`src/rtl/lbist_pkg.sv`:
```
// Shared constants, the feedback step and the sequencer state type for the
// self-test sequencer. Assumes 32-bit generator and signature registers.
package lbist_pkg;
    localparam int          LFSR_W    = 32;
    // Feedback taps at bits 31, 21, 1 and 0 (primitive degree-32 polynomial)
    localparam logic [31:0] FB_TAPS   = 32'h8020_0003;

    // One shift-left step with XOR feedback into bit 0
    function automatic logic [LFSR_W-1:0] lfsr_step(input logic [LFSR_W-1:0] s);
        return {s[LFSR_W-2:0], ^(s & FB_TAPS)};
    endfunction

    typedef enum logic [1:0] {
        ST_IDLE  = 2'd0,
        ST_SHIFT = 2'd1,
        ST_CAPT  = 2'd2,
        ST_DONE  = 2'd3
    } seq_state_e;
endpackage

```
`src/rtl/lbist_prpg.sv`:
```
// Pseudorandom pattern source: a 32-bit LFSR loaded with a nonzero seed and
// advanced once per shift; bit i feeds channel i.
// Assumes NUM_CH <= 32.
module lbist_prpg
    import lbist_pkg::*;
#(
    parameter int NUM_CH = 8
) (
    input  logic              clk,
    input  logic              rst_n,
    input  logic              load,
    input  logic [31:0]       seed,
    input  logic              advance,
    output logic [NUM_CH-1:0] chan_bits
);
    logic [LFSR_W-1:0] state;

    // Register update: seed on load (zero replaced by 1), step on advance
    always_ff @(posedge clk) begin
        if (!rst_n)
            state <= 32'd1;
        else if (load)
            state <= (seed == 32'd0) ? 32'd1 : seed;
        else if (advance)
            state <= lfsr_step(state);
    end

    // Channel fan-out: one generator bit per channel
    for (genvar i = 0; i < NUM_CH; i++) begin : g_fan
        assign chan_bits[i] = state[i % LFSR_W];
    end

    // the generator never collapses to the all-zero lock-up state
    a_r2_prpg_nonzero: assert property (@(posedge clk) disable iff (!rst_n)
        state != 32'd0);
    // every advance moves the generator to a new value
    a_r2_prpg_moves: assert property (@(posedge clk) disable iff (!rst_n)
        (advance && !load) |=> state != $past(state));
endmodule

```
`src/rtl/lbist_misr.sv`:
```
// Multiple-input signature register: a 32-bit LFSR step XORed with the
// channel outputs on each enabled cycle. Assumes NUM_CH <= 32.
module lbist_misr
    import lbist_pkg::*;
#(
    parameter int NUM_CH = 8
) (
    input  logic              clk,
    input  logic              rst_n,
    input  logic              clear,
    input  logic              enable,
    input  logic [NUM_CH-1:0] din,
    output logic [31:0]       sig
);
    logic [LFSR_W-1:0] din_ext;

    // Zero-extend channel outputs to the register width
    always_comb begin
        din_ext = '0;
        din_ext[NUM_CH-1:0] = din;
    end

    // Signature update: clear on start, compress on enable
    always_ff @(posedge clk) begin
        if (!rst_n || clear)
            sig <= '0;
        else if (enable)
            sig <= lfsr_step(sig) ^ din_ext;
    end

    // signature holds when neither cleared nor compressing
    a_r4_misr_hold: assert property (@(posedge clk) disable iff (!rst_n)
        (!clear && !enable) |=> $stable(sig));
    // a clear leaves the signature at zero
    a_r4_misr_clear: assert property (@(posedge clk) disable iff (!rst_n)
        clear |=> sig == 32'd0);
endmodule

```
`src/rtl/lbist_seq.sv`:
```
// Run sequencer: takes the settings at start, paces shift pulses by the
// programmed gap, fires capture bursts between passes and counts patterns,
// ending with one unload-only pass. Assumes settings are held only by start.
module lbist_seq
    import lbist_pkg::*;
#(
    parameter int PAT_W = 16,
    parameter int LEN_W = 10,
    parameter int CAP_W = 4,
    parameter int GAP_W = 4
) (
    input  logic             clk,
    input  logic             rst_n,
    input  logic             start,
    input  logic [PAT_W-1:0] pat_count,
    input  logic [PAT_W-1:0] stop_after,
    input  logic [CAP_W-1:0] cap_len,
    input  logic [LEN_W-1:0] chan_len,
    input  logic [GAP_W-1:0] shift_gap,
    output logic             scan_en,
    output logic             cap_en,
    output logic             compress,
    output logic             restart,
    output logic             done
);
    seq_state_e       state;
    logic [PAT_W-1:0] pats_q, pat_idx, pc_eff, pats_eff;
    logic [LEN_W-1:0] len_q, shift_cnt;
    logic [CAP_W-1:0] caps_q, cap_cnt;
    logic [GAP_W-1:0] gap_q, gap_cnt;
    logic             last_shift;

    // Start acceptance and effective pattern count (stop point, zero -> 1)
    always_comb begin
        restart  = start && (state == ST_IDLE || state == ST_DONE);
        pc_eff   = (pat_count == '0) ? PAT_W'(1) : pat_count;
        pats_eff = (stop_after != '0 && stop_after < pc_eff) ? stop_after : pc_eff;
    end

    // Output strobes decoded from state and counters
    always_comb begin
        scan_en    = (state == ST_SHIFT) && (gap_cnt == gap_q);
        cap_en     = (state == ST_CAPT);
        compress   = scan_en && (pat_idx != '0);
        done       = (state == ST_DONE);
        last_shift = (shift_cnt == len_q - LEN_W'(1));
    end

    // Main sequence: shift passes, capture bursts, pattern counting
    always_ff @(posedge clk) begin
        if (!rst_n) begin
            state     <= ST_IDLE;
            pats_q    <= '0;
            pat_idx   <= '0;
            len_q     <= LEN_W'(1);
            shift_cnt <= '0;
            caps_q    <= CAP_W'(1);
            cap_cnt   <= '0;
            gap_q     <= '0;
            gap_cnt   <= '0;
        end else begin
            case (state)
                ST_IDLE, ST_DONE: begin
                    if (restart) begin
                        pats_q    <= pats_eff;
                        len_q     <= (chan_len == '0) ? LEN_W'(1) : chan_len;
                        caps_q    <= (cap_len == '0) ? CAP_W'(1) : cap_len;
                        gap_q     <= shift_gap;
                        pat_idx   <= '0;
                        shift_cnt <= '0;
                        gap_cnt   <= '0;
                        cap_cnt   <= '0;
                        state     <= ST_SHIFT;
                    end
                end
                ST_SHIFT: begin
                    if (scan_en) begin
                        gap_cnt <= '0;
                        if (last_shift) begin
                            shift_cnt <= '0;
                            cap_cnt   <= '0;
                            state     <= (pat_idx == pats_q) ? ST_DONE : ST_CAPT;
                        end else begin
                            shift_cnt <= shift_cnt + LEN_W'(1);
                        end
                    end else begin
                        gap_cnt <= gap_cnt + GAP_W'(1);
                    end
                end
                ST_CAPT: begin
                    if (cap_cnt == caps_q - CAP_W'(1)) begin
                        pat_idx <= pat_idx + PAT_W'(1);
                        gap_cnt <= '0;
                        state   <= ST_SHIFT;
                    end else begin
                        cap_cnt <= cap_cnt + CAP_W'(1);
                    end
                end
                default: state <= ST_IDLE;
            endcase
        end
    end

    // with a nonzero gap, no two shift pulses are adjacent
    a_r6_gap_idle: assert property (@(posedge clk) disable iff (!rst_n)
        (scan_en && gap_q != '0) |=> !scan_en);
    // a capture burst begins only right after a shift pulse
    a_r5_cap_after_load: assert property (@(posedge clk) disable iff (!rst_n)
        $rose(cap_en) |-> $past(scan_en));
    // finished state holds until a start arrives
    a_r8_done_hold: assert property (@(posedge clk) disable iff (!rst_n)
        (done && !start) |=> done);
    // the shift after the final capture burst never leaves the run early
    a_r3_no_early_end: assert property (@(posedge clk) disable iff (!rst_n)
        $rose(done) |-> $past(scan_en) && !$past(compress && pat_idx != pats_q));
endmodule

```
`src/rtl/lbist_ctrl.sv`:
```
// Top of the self-test sequencer: joins the pattern source, the run
// sequencer and the signature register. Assumes NUM_CH <= 32 and that the
// channels, reset and clock belong to the same domain.
module lbist_ctrl
    import lbist_pkg::*;
#(
    parameter int NUM_CH = 8,
    parameter int PAT_W  = 16,
    parameter int LEN_W  = 10,
    parameter int CAP_W  = 4,
    parameter int GAP_W  = 4
) (
    input  logic              clk,
    input  logic              rst_n,
    input  logic              start,
    input  logic [31:0]       seed,
    input  logic [PAT_W-1:0]  pat_count,
    input  logic [PAT_W-1:0]  stop_after,
    input  logic [CAP_W-1:0]  cap_len,
    input  logic [LEN_W-1:0]  chan_len,
    input  logic [GAP_W-1:0]  shift_gap,
    output logic [NUM_CH-1:0] scan_in,
    input  logic [NUM_CH-1:0] scan_out,
    output logic              scan_en,
    output logic              cap_en,
    output logic [31:0]       signature,
    output logic              done
);
    logic compress, restart;

    lbist_seq #(
        .PAT_W(PAT_W), .LEN_W(LEN_W), .CAP_W(CAP_W), .GAP_W(GAP_W)
    ) u_seq (
        .clk(clk), .rst_n(rst_n), .start(start),
        .pat_count(pat_count), .stop_after(stop_after),
        .cap_len(cap_len), .chan_len(chan_len), .shift_gap(shift_gap),
        .scan_en(scan_en), .cap_en(cap_en), .compress(compress),
        .restart(restart), .done(done)
    );

    lbist_prpg #(.NUM_CH(NUM_CH)) u_prpg (
        .clk(clk), .rst_n(rst_n), .load(restart), .seed(seed),
        .advance(scan_en), .chan_bits(scan_in)
    );

    lbist_misr #(.NUM_CH(NUM_CH)) u_misr (
        .clk(clk), .rst_n(rst_n), .clear(restart), .enable(compress),
        .din(scan_out), .sig(signature)
    );

    // signature is frozen while finished and no start arrives
    a_r8_sig_frozen: assert property (@(posedge clk) disable iff (!rst_n)
        (done && !start) |=> $stable(signature));
    // shift and capture strobes are never both active
    a_r5_strobe_excl: assert property (@(posedge clk) disable iff (!rst_n)
        !(scan_en && cap_en));
endmodule

```
`config.mk`:
```
export PLATFORM = sky130hd
export DESIGN_NAME = lbist_ctrl
export DESIGN_NICKNAME = d
export VERILOG_FILES = /design/src/rtl/lbist_pkg.sv /design/src/rtl/lbist_prpg.sv /design/src/rtl/lbist_misr.sv /design/src/rtl/lbist_seq.sv /design/src/rtl/lbist_ctrl.sv
export SDC_FILE = /design/constraint.sdc
export NUM_CORES = 1
export LEC_CHECK = 0
export ABC_AREA = 1
export CAP_MARGIN = 20
export CELL_PAD_IN_SITES_DETAIL_PLACEMENT = 1
export CELL_PAD_IN_SITES_GLOBAL_PLACEMENT = 1
export CORE_MARGIN = 8
export CORE_UTILIZATION = 41
export DETAILED_ROUTE_END_ITERATION = 8
export GPL_TIMING_DRIVEN = 0
export PLACE_DENSITY = 0.82
export REMOVE_ABC_BUFFERS = 1
export SYNTH_ARGS = -nofsm -noshare
export SYNTH_HDL_FRONTEND = slang
export SYNTH_SLANG_ARGS = --single-unit
```
`constraint.sdc`:
```
create_clock -name clk -period 4.2 [get_ports clk]
set_input_delay 0.63 -clock clk [delete_from_list [all_inputs] [get_ports clk]]
set_output_delay 0.63 -clock clk [all_outputs]
set_load 0.005 [all_outputs]
```
==> results of run 1 <==
==> placed cells by master, fill, tap and decap left out, types with 17 or more instances in the layout <==
cell	instances
xor2_1	34
xnor2_1	20
clkdlybuf4s50_1	135
a2111oi_2	22
ha_1	25
o21ai_0	46
clkbuf_16	17
nor3_1	40
nand2_1	185
dfxtp_1	134
nand3_1	66
a21oi_1	33
inv_1	121
nor2_1	138
nand4_1	23
nor4_1	18
==> through the flow <==
step / area [sq um] / power, mW
3_3_place_gp: 8959 / 3.377
2_1_floorplan: 7315 / 2.870
4_1_cts: 9669 / 5.110
5_1_grt: 9689 / 5.394
6_report: 9689 / 5.064
3_5_place_dp: 9036 / 3.483
==> path summary, 6_finish.rpt <==
kind,startpoint,endpoint,slack [ns],cells past startpoint
worst min-delay path,u_seq.pats_q[6],u_seq.pats_q[6],0.47,2
worst min register to register,u_seq.pats_q[6],u_seq.pats_q[6],0.47,2
worst max register to register,u_seq.state[0],u_seq.pat_idx[4],1.51,7
worst max-delay path,pat_count[13],u_seq.pats_q[15],1.30,12
==> layer usage <==
layer | GRT usage | wire, um | up-vias
met1 | 0.2173 | 9706 | 3475
met2 | 0.3628 | 11680 | 107
met3 | 0.03573 | 622 | 19
li1 | - | - | 3642
met5 | 0 | 0 | -
met4 | 0.04855 | 260 | 0
==> cell type report <==
class / count / area [sq um] / area share
multi-input cells: 728 / 4161 / 0.4295
inverters: 128 / 480.5 / 0.04959
clock buffers: 20 / 456.7 / 0.04713
repair buffers: 139 / 1439 / 0.1485
clock inverters: 12 / 176.4 / 0.01821
well taps: 234 / 292.8 / 0.03022
flip-flops and latches: 134 / 2683 / 0.2769
==> critical path: stages <==
cell and delay [ns]:
clkdlybuf4s50_1 0.48, inv_1 0.06, ha_1 0.29, a21oi_1 0.17, nor2_1 0.07, a211oi_2 0.15
o21ai_0 0.15, a41oi_2 0.71, nand2_4 0.25, nand2_1 0.11, nand3_1 0.09, nand2_1 0.10
==> registers in the layout, indices dropped and copies added, names as in the netlist <==
signal,flops
u_seq.len_q,10
u_seq.pat_idx,16
u_seq.caps_q,4
u_seq.gap_q,4
u_seq.shift_cnt,10
u_misr.sig,32
u_seq.pats_q,16
u_prpg.state,32
u_seq.gap_cnt,4
u_seq.state,2
u_seq.cap_cnt,4
==> logic make-up after synthesis <==
logic type                 synth area share
and+or+nand+nor                      0.3028
adders and majority gates           0.04100
AOI/OAI and AO/OA                    0.1333
buffers and inverters                0.1041
xor gates and xnor gates            0.06708
DFF                                  0.3516
==> report_power, final <==
group	switching (mW)	internal [mW]	total [mW]
registers	0.177	1.51	1.68
clock network	0.571	1.02	1.59
logic	1.10	0.682	1.79
==> summary.md, run 1 <==
| Metric | Value |
|---|---|
| FF+latch count, synth | 134 |
| Root buf cell | clkbuf_16 |
| Relative slew slack | 0.4366 |
| Initial DRC count | approximately 240 |
| CTS buffer count | 17 |
| Initial core utilization | 0.4134 |
| Largest net degree at the start of global routing | 48 |
| Slew Limit Fails | 0 |
| Kind of critical path | primary input to flop |
| Final Setup Violations | 0 |
| Post-DP HPWL | 16150 um |
| Final Core Density | 0.5250 |
| ANT nets after route | 0 |
| RSZ-0062 raised after global routing | false |
| Area grow syn2layout | 27.01% |
| Fin crit share | 0.6907 |
| Final #Nets | 1266 |
| Grt ovf | 0 |
| Synth cell count leaders | nand2_1, nor2_1, dfxtp_1 |
| Worst-margin pin slew | 0.8451 ns |
| Top-area cell type share of the netlist area | 0.3516 |
| Netlist cell types | 52 |
| Worst Path Arrival | 3.26 ns |
| Final WL | around 22000 um |
| Top Ports | 136 |
| Residual DRC | 0 |
| Worst slack, placed | ~0.66 ns |
| CTS tree | built |
| Synth Cell Area | about 7600 sq um |
| Worst Setup Start Kind | primary input |
| WHS | roughly 0.47 ns |
| Leak | 3.975 nW |
| DRT Pass-1 Iters | 4 |
| Vias in the first global route | 7762 |
| EDFF count, synth | 0 |
| H-tree depth | 4 |
| Status | finished, final reports clean |
| Fin cells | between 1000 and 1500 |
| Setup bufs post-CTS | 0 |
| Clk_lat worst skew | between 0.4 and 0.5 ns |
| Avg WL per Cell | around 16 um |
| Critical-path maximum fanout | 17 |
| Total of max-cap violations | 0 |
| Die ar. | 23230 sq um |
| PwrDens | 522.6 nW/um^2 |
| Synth area leader | dfxtp_1 |
| Ys Warns | 0 |
| First-pass GRT wire length | 37580 um |
| N_diodes | 0 |
| FP Rows | 50 |
| Via count | 7243 |
| Crit path setup slack, layout | 1.299 ns |
| Most used DFF post-synth | dfxtp_1 |
| Reg clk slew, reported paths | 0.05 ns |
| Number of fill cells | 2296 |
| Cts repair resizes | 0 |
| Critical path required time | ~4.6 ns |
| Setup crit end kind | flop |
| Final Skew | around 0.0068 ns |
| Die width | about 150 um |
| Hold_buf cts | 0 |
| GR Util All Layers | 0.1922 |
| Final setup TNS | 0 ns |
| Fmax | approximately 340 MHz |
| I/O Buffers | 135 |
| HP Class | flop to flop |
| Peak VDD IR | 0.2868 mV |
| Initial antenna violation count | 0 |
| CTS Buffer Depth | 2 |
| Asr flop ratio synth | 0 |
| Core Area | 18460 sq um |
| Placed Cells | 1362 |
| Final min period | 2.901 ns |
| Die H | ~150 um |
| Count leader, synth | nand2_1 |
| Num Clock Sinks | approximately 130 |
| Via density per instance | around 5.2 |
| Global placement routability congestion | 0.8137 |
| Fin. Hold Viols | 0 |
| Cells after Synth | 1041 |
| Sequential share of the synthesized area | 0.3516 |
| Share of layout cells above drive strength 1 | 0.08613 |
| Synth area leaders | dfxtp_1, nand2_1, nor2_1 |
| Syn avg cell area | 7.328 sq um |
Power figures use the tool's default switching activity.
==> run 2: changes to the inputs <==
--- a/config.mk
+++ b/config.mk
@@ -10,10 +10,10 @@
 export CELL_PAD_IN_SITES_DETAIL_PLACEMENT = 1
 export CELL_PAD_IN_SITES_GLOBAL_PLACEMENT = 1
 export CORE_MARGIN = 8
-export CORE_UTILIZATION = 41
+export CORE_UTILIZATION = 35
 export DETAILED_ROUTE_END_ITERATION = 8
 export GPL_TIMING_DRIVEN = 0
-export PLACE_DENSITY = 0.82
+export PLACE_DENSITY = 0.74
 export REMOVE_ABC_BUFFERS = 1
 export SYNTH_ARGS = -nofsm -noshare
 export SYNTH_HDL_FRONTEND = slang
==> constraint.sdc (replaced) <==
create_clock -name clk -period 2.5 [get_ports clk]
set_input_delay 0.375 -clock clk [delete_from_list [all_inputs] [get_ports clk]]
set_output_delay 0.375 -clock clk [all_outputs]
set_load 0.005 [all_outputs]
==> summary.md, run 2 (synthesis results as in run 1) <==
| Metric | Value |
|---|---|
| Final Skew | 0.009391 ns (was 0.006846 ns) |
| Via density per instance | 4.999 (was 5.192) |
| Kind of critical path | flop to output pin (was primary input to flop) |
| Fin crit share | 0.9489 |
| Share of layout cells above drive strength 1 | 0.1011 (was 0.08613) |
| ANT nets after route | 0 (unchanged) |
| Final Setup Violations | 0 (unchanged) |
| Setup crit end kind | output pin (was flop) |
| Critical Path, Cell by Cell | or2_0 > a21oi_1 > nand2_1 > nor2_4 > clkdlybuf4s50_1 (was clkdlybuf4s50_1 > inv_1 > ha_1 > a21oi_1 > nor2_1 > a211oi_2 > o21ai_0 > a41oi_2 > nand2_4 > nand2_1 > nand3_1 > nand2_1) |
| FP Rows | 54 (was 50) |
| Global placement routability congestion | 0.8244 (was 0.8137) |
| Fmax | about 420 MHz |
| Worst Setup Start Kind | flop (was primary input) |
| N_diodes | 0 (unchanged) |
| Initial DRC count | 295 (was 242) |
| Most common cell after layout, fill and taps aside | nand2_1 (unchanged) |
| Slew Limit Fails | 0 (unchanged) |
| Final min period | 2.372 ns |
| Residual DRC | 0 (unchanged) |
| GR Util All Layers | 0.1683 (was 0.1922) |
| Relative slew slack | 0.5030 (was 0.4366) |
| Fin. Hold Viols | 0 (unchanged) |
| Clk_lat worst skew | 0.42 ns (about the same) |
| Fin cells | 1457 (was 1395) |
| Initial core utilization | 0.3528 (was 0.4134) |
| Final setup TNS | 0 ns (unchanged) |
| Max stage delay on crit path | 0.54 ns (was 0.71 ns) |
| Vias in the first global route | 7550 (was 7762) |
| Area grow syn2layout | 30.15% (was 27.01%) |
| First-pass GRT wire length | 37050 um (was 37580 um) |
| Total power | 8.748 mW (was 5.064 mW) |
| HP Class | flop to flop (unchanged) |
| Root buf cell | clkbuf_16 (unchanged) |
| Via count | 7284 (was 7243) |
| Area post-placement | 9109 sq um (was 9036 sq um) |
| Grt ovf | 0 (unchanged) |
| CTS buffer count | 17 (unchanged) |
| Worst Path Arrival | 2.00 ns (was 3.26 ns) |
| Critical-path maximum fanout | 5 (was 17) |
| Leak | 4.056 nW (was 3.975 nW) |
| Final Instance Area | 9928 sq um (was 9689 sq um) |
| Final #Nets | 1282 (was 1266) |
| CTS tree | built (unchanged) |
| H-tree depth | 4 (unchanged) |
| Reg clk slew, reported paths | 0.06 ns (was 0.05 ns) |
| I/O Buffers | 135 (unchanged) |
| Final WL | 22590 um (was 22270 um) |
| PwrDens | 881.2 nW/um^2 (was 522.6 nW/um^2) |
| Initial antenna violation count | 0 (unchanged) |
| Die H | 163.6 um (was 152.4 um) |
| Number of fill cells | 2675 (was 2296) |
| Total of max-cap violations | 0 (unchanged) |
| RSZ-0062 raised after global routing | false (unchanged) |
| Top Ports | 136 (unchanged) |
| DRT Pass-1 Iters | 4 (unchanged) |
| Core Area | 21620 sq um (was 18460 sq um) |
| CTS Buffer Depth | 2 (unchanged) |
| Largest net degree at the start of global routing | 47 (was 48) |
| Num Clock Sinks | 134 (unchanged) |
| Placed Cells | 1409 (was 1362) |
| Peak VDD IR | 0.5188 mV (was 0.2868 mV) |
| Avg WL per Cell | 15.51 um (was 15.96 um) |
| Post-DP HPWL | 16430 um (was 16150 um) |
| Die width | 163.6 um (was 152.4 um) |
| Hold_buf cts | 0 (unchanged) |
| Worst-margin pin slew | 0.7387 ns (was 0.8451 ns) |
| Regs by FF count | u_misr.sig x32, u_prpg.state x32 (unchanged) |
| Critical path required time | 2.12 ns (was 4.56 ns) |
| Slowest-stage cell, CP | clkdlybuf4s50_1 (was a41oi_2) |
| Most frequent cells in the layout | nand2_1, nor2_1, clkdlybuf4s50_1, dfxtp_1, inv_1 (was nand2_1, nor2_1, clkdlybuf4s50_1) |
| Die ar. | 26780 sq um (was 23230 sq um) |
| Status | finished, final reports clean (unchanged) |
-- run 2: path summary, 6_finish.rpt --
check | slack [ns] | start | to | depth (start not counted)
worst min register to register | 0.46 | u_seq.pats_q[6] | u_seq.pats_q[6] | 2
worst min-delay path | 0.46 | u_seq.pats_q[6] | u_seq.pats_q[6] | 2
worst max register to register | 0.24 | u_seq.gap_cnt[1] | u_misr.sig[0] | 9
worst max-delay path | 0.13 | u_seq.gap_cnt[1] | scan_en | 5
-- run 2: metrics by stage --
stage / setup WS (ns) / util / hold WS [ns]
floorplan: -1.071 / - / 0.4398
finish: 0.1279 / 0.4592 / 0.4638
global route: 0.01475 / 0.4592 / 0.4864
global placement: -3.976 / 0.4170 / 0.4550
detailed placement: -0.9239 / 0.4213 / 0.4592
CTS: 0.01213 / 0.4550 / 0.4695
-- run 2: timing repair --
item / in CTS / in global routing
hold endpoints to repair: 0 / 0
buffers inserted: 9 / 6
gates resized for setup: 8 / 5
cloned: 0 / 1
endpoints found under the setup margin: 60 / 41
pin swaps: 1 / 1
-- run 2: worst max-delay path, delay by kind of cell, from the launching register on --
| family | cells | cell delay (ns) |
|---|---|---|
| AND/OR/NAND/NOR | 3 | 0.54 |
| buffers and inverters | 1 | 0.54 |
| flip-flops | 1 | 0.34 |
| AO/OA/AOI/OAI | 1 | 0.16 |
-- run 2: cell type report --
| cell class | instances | area (sq um) | area share |
|---|---|---|---|
| multi-input cells | 728 | 4194 | 0.4224 |
| flip-flops and latches | 134 | 2683 | 0.2702 |
| repair buffers | 155 | 1570 | 0.1582 |
| inverters | 128 | 498.0 | 0.05016 |
| clock buffers | 20 | 456.7 | 0.04600 |
| well taps | 280 | 350.3 | 0.03529 |
| clock inverters | 12 | 176.4 | 0.01777 |
-- run 2: layer usage --
layer	global-route usage	routed length [um]	vias up
met2	0.3045	11700	99
met4	0.04793	354	0
li1	-	-	3678
met3	0.03503	662	27
met5	0	0	-
met1	0.1963	9872	3480
-- run 2: where the power goes --
part,switching [mW],leakage (nW),internal (mW)
Clock,0.964,0.294,1.72
Sequential,0.292,1.09,2.53
Combinational,1.92,2.67,1.32
Total,3.18,4.06,5.57
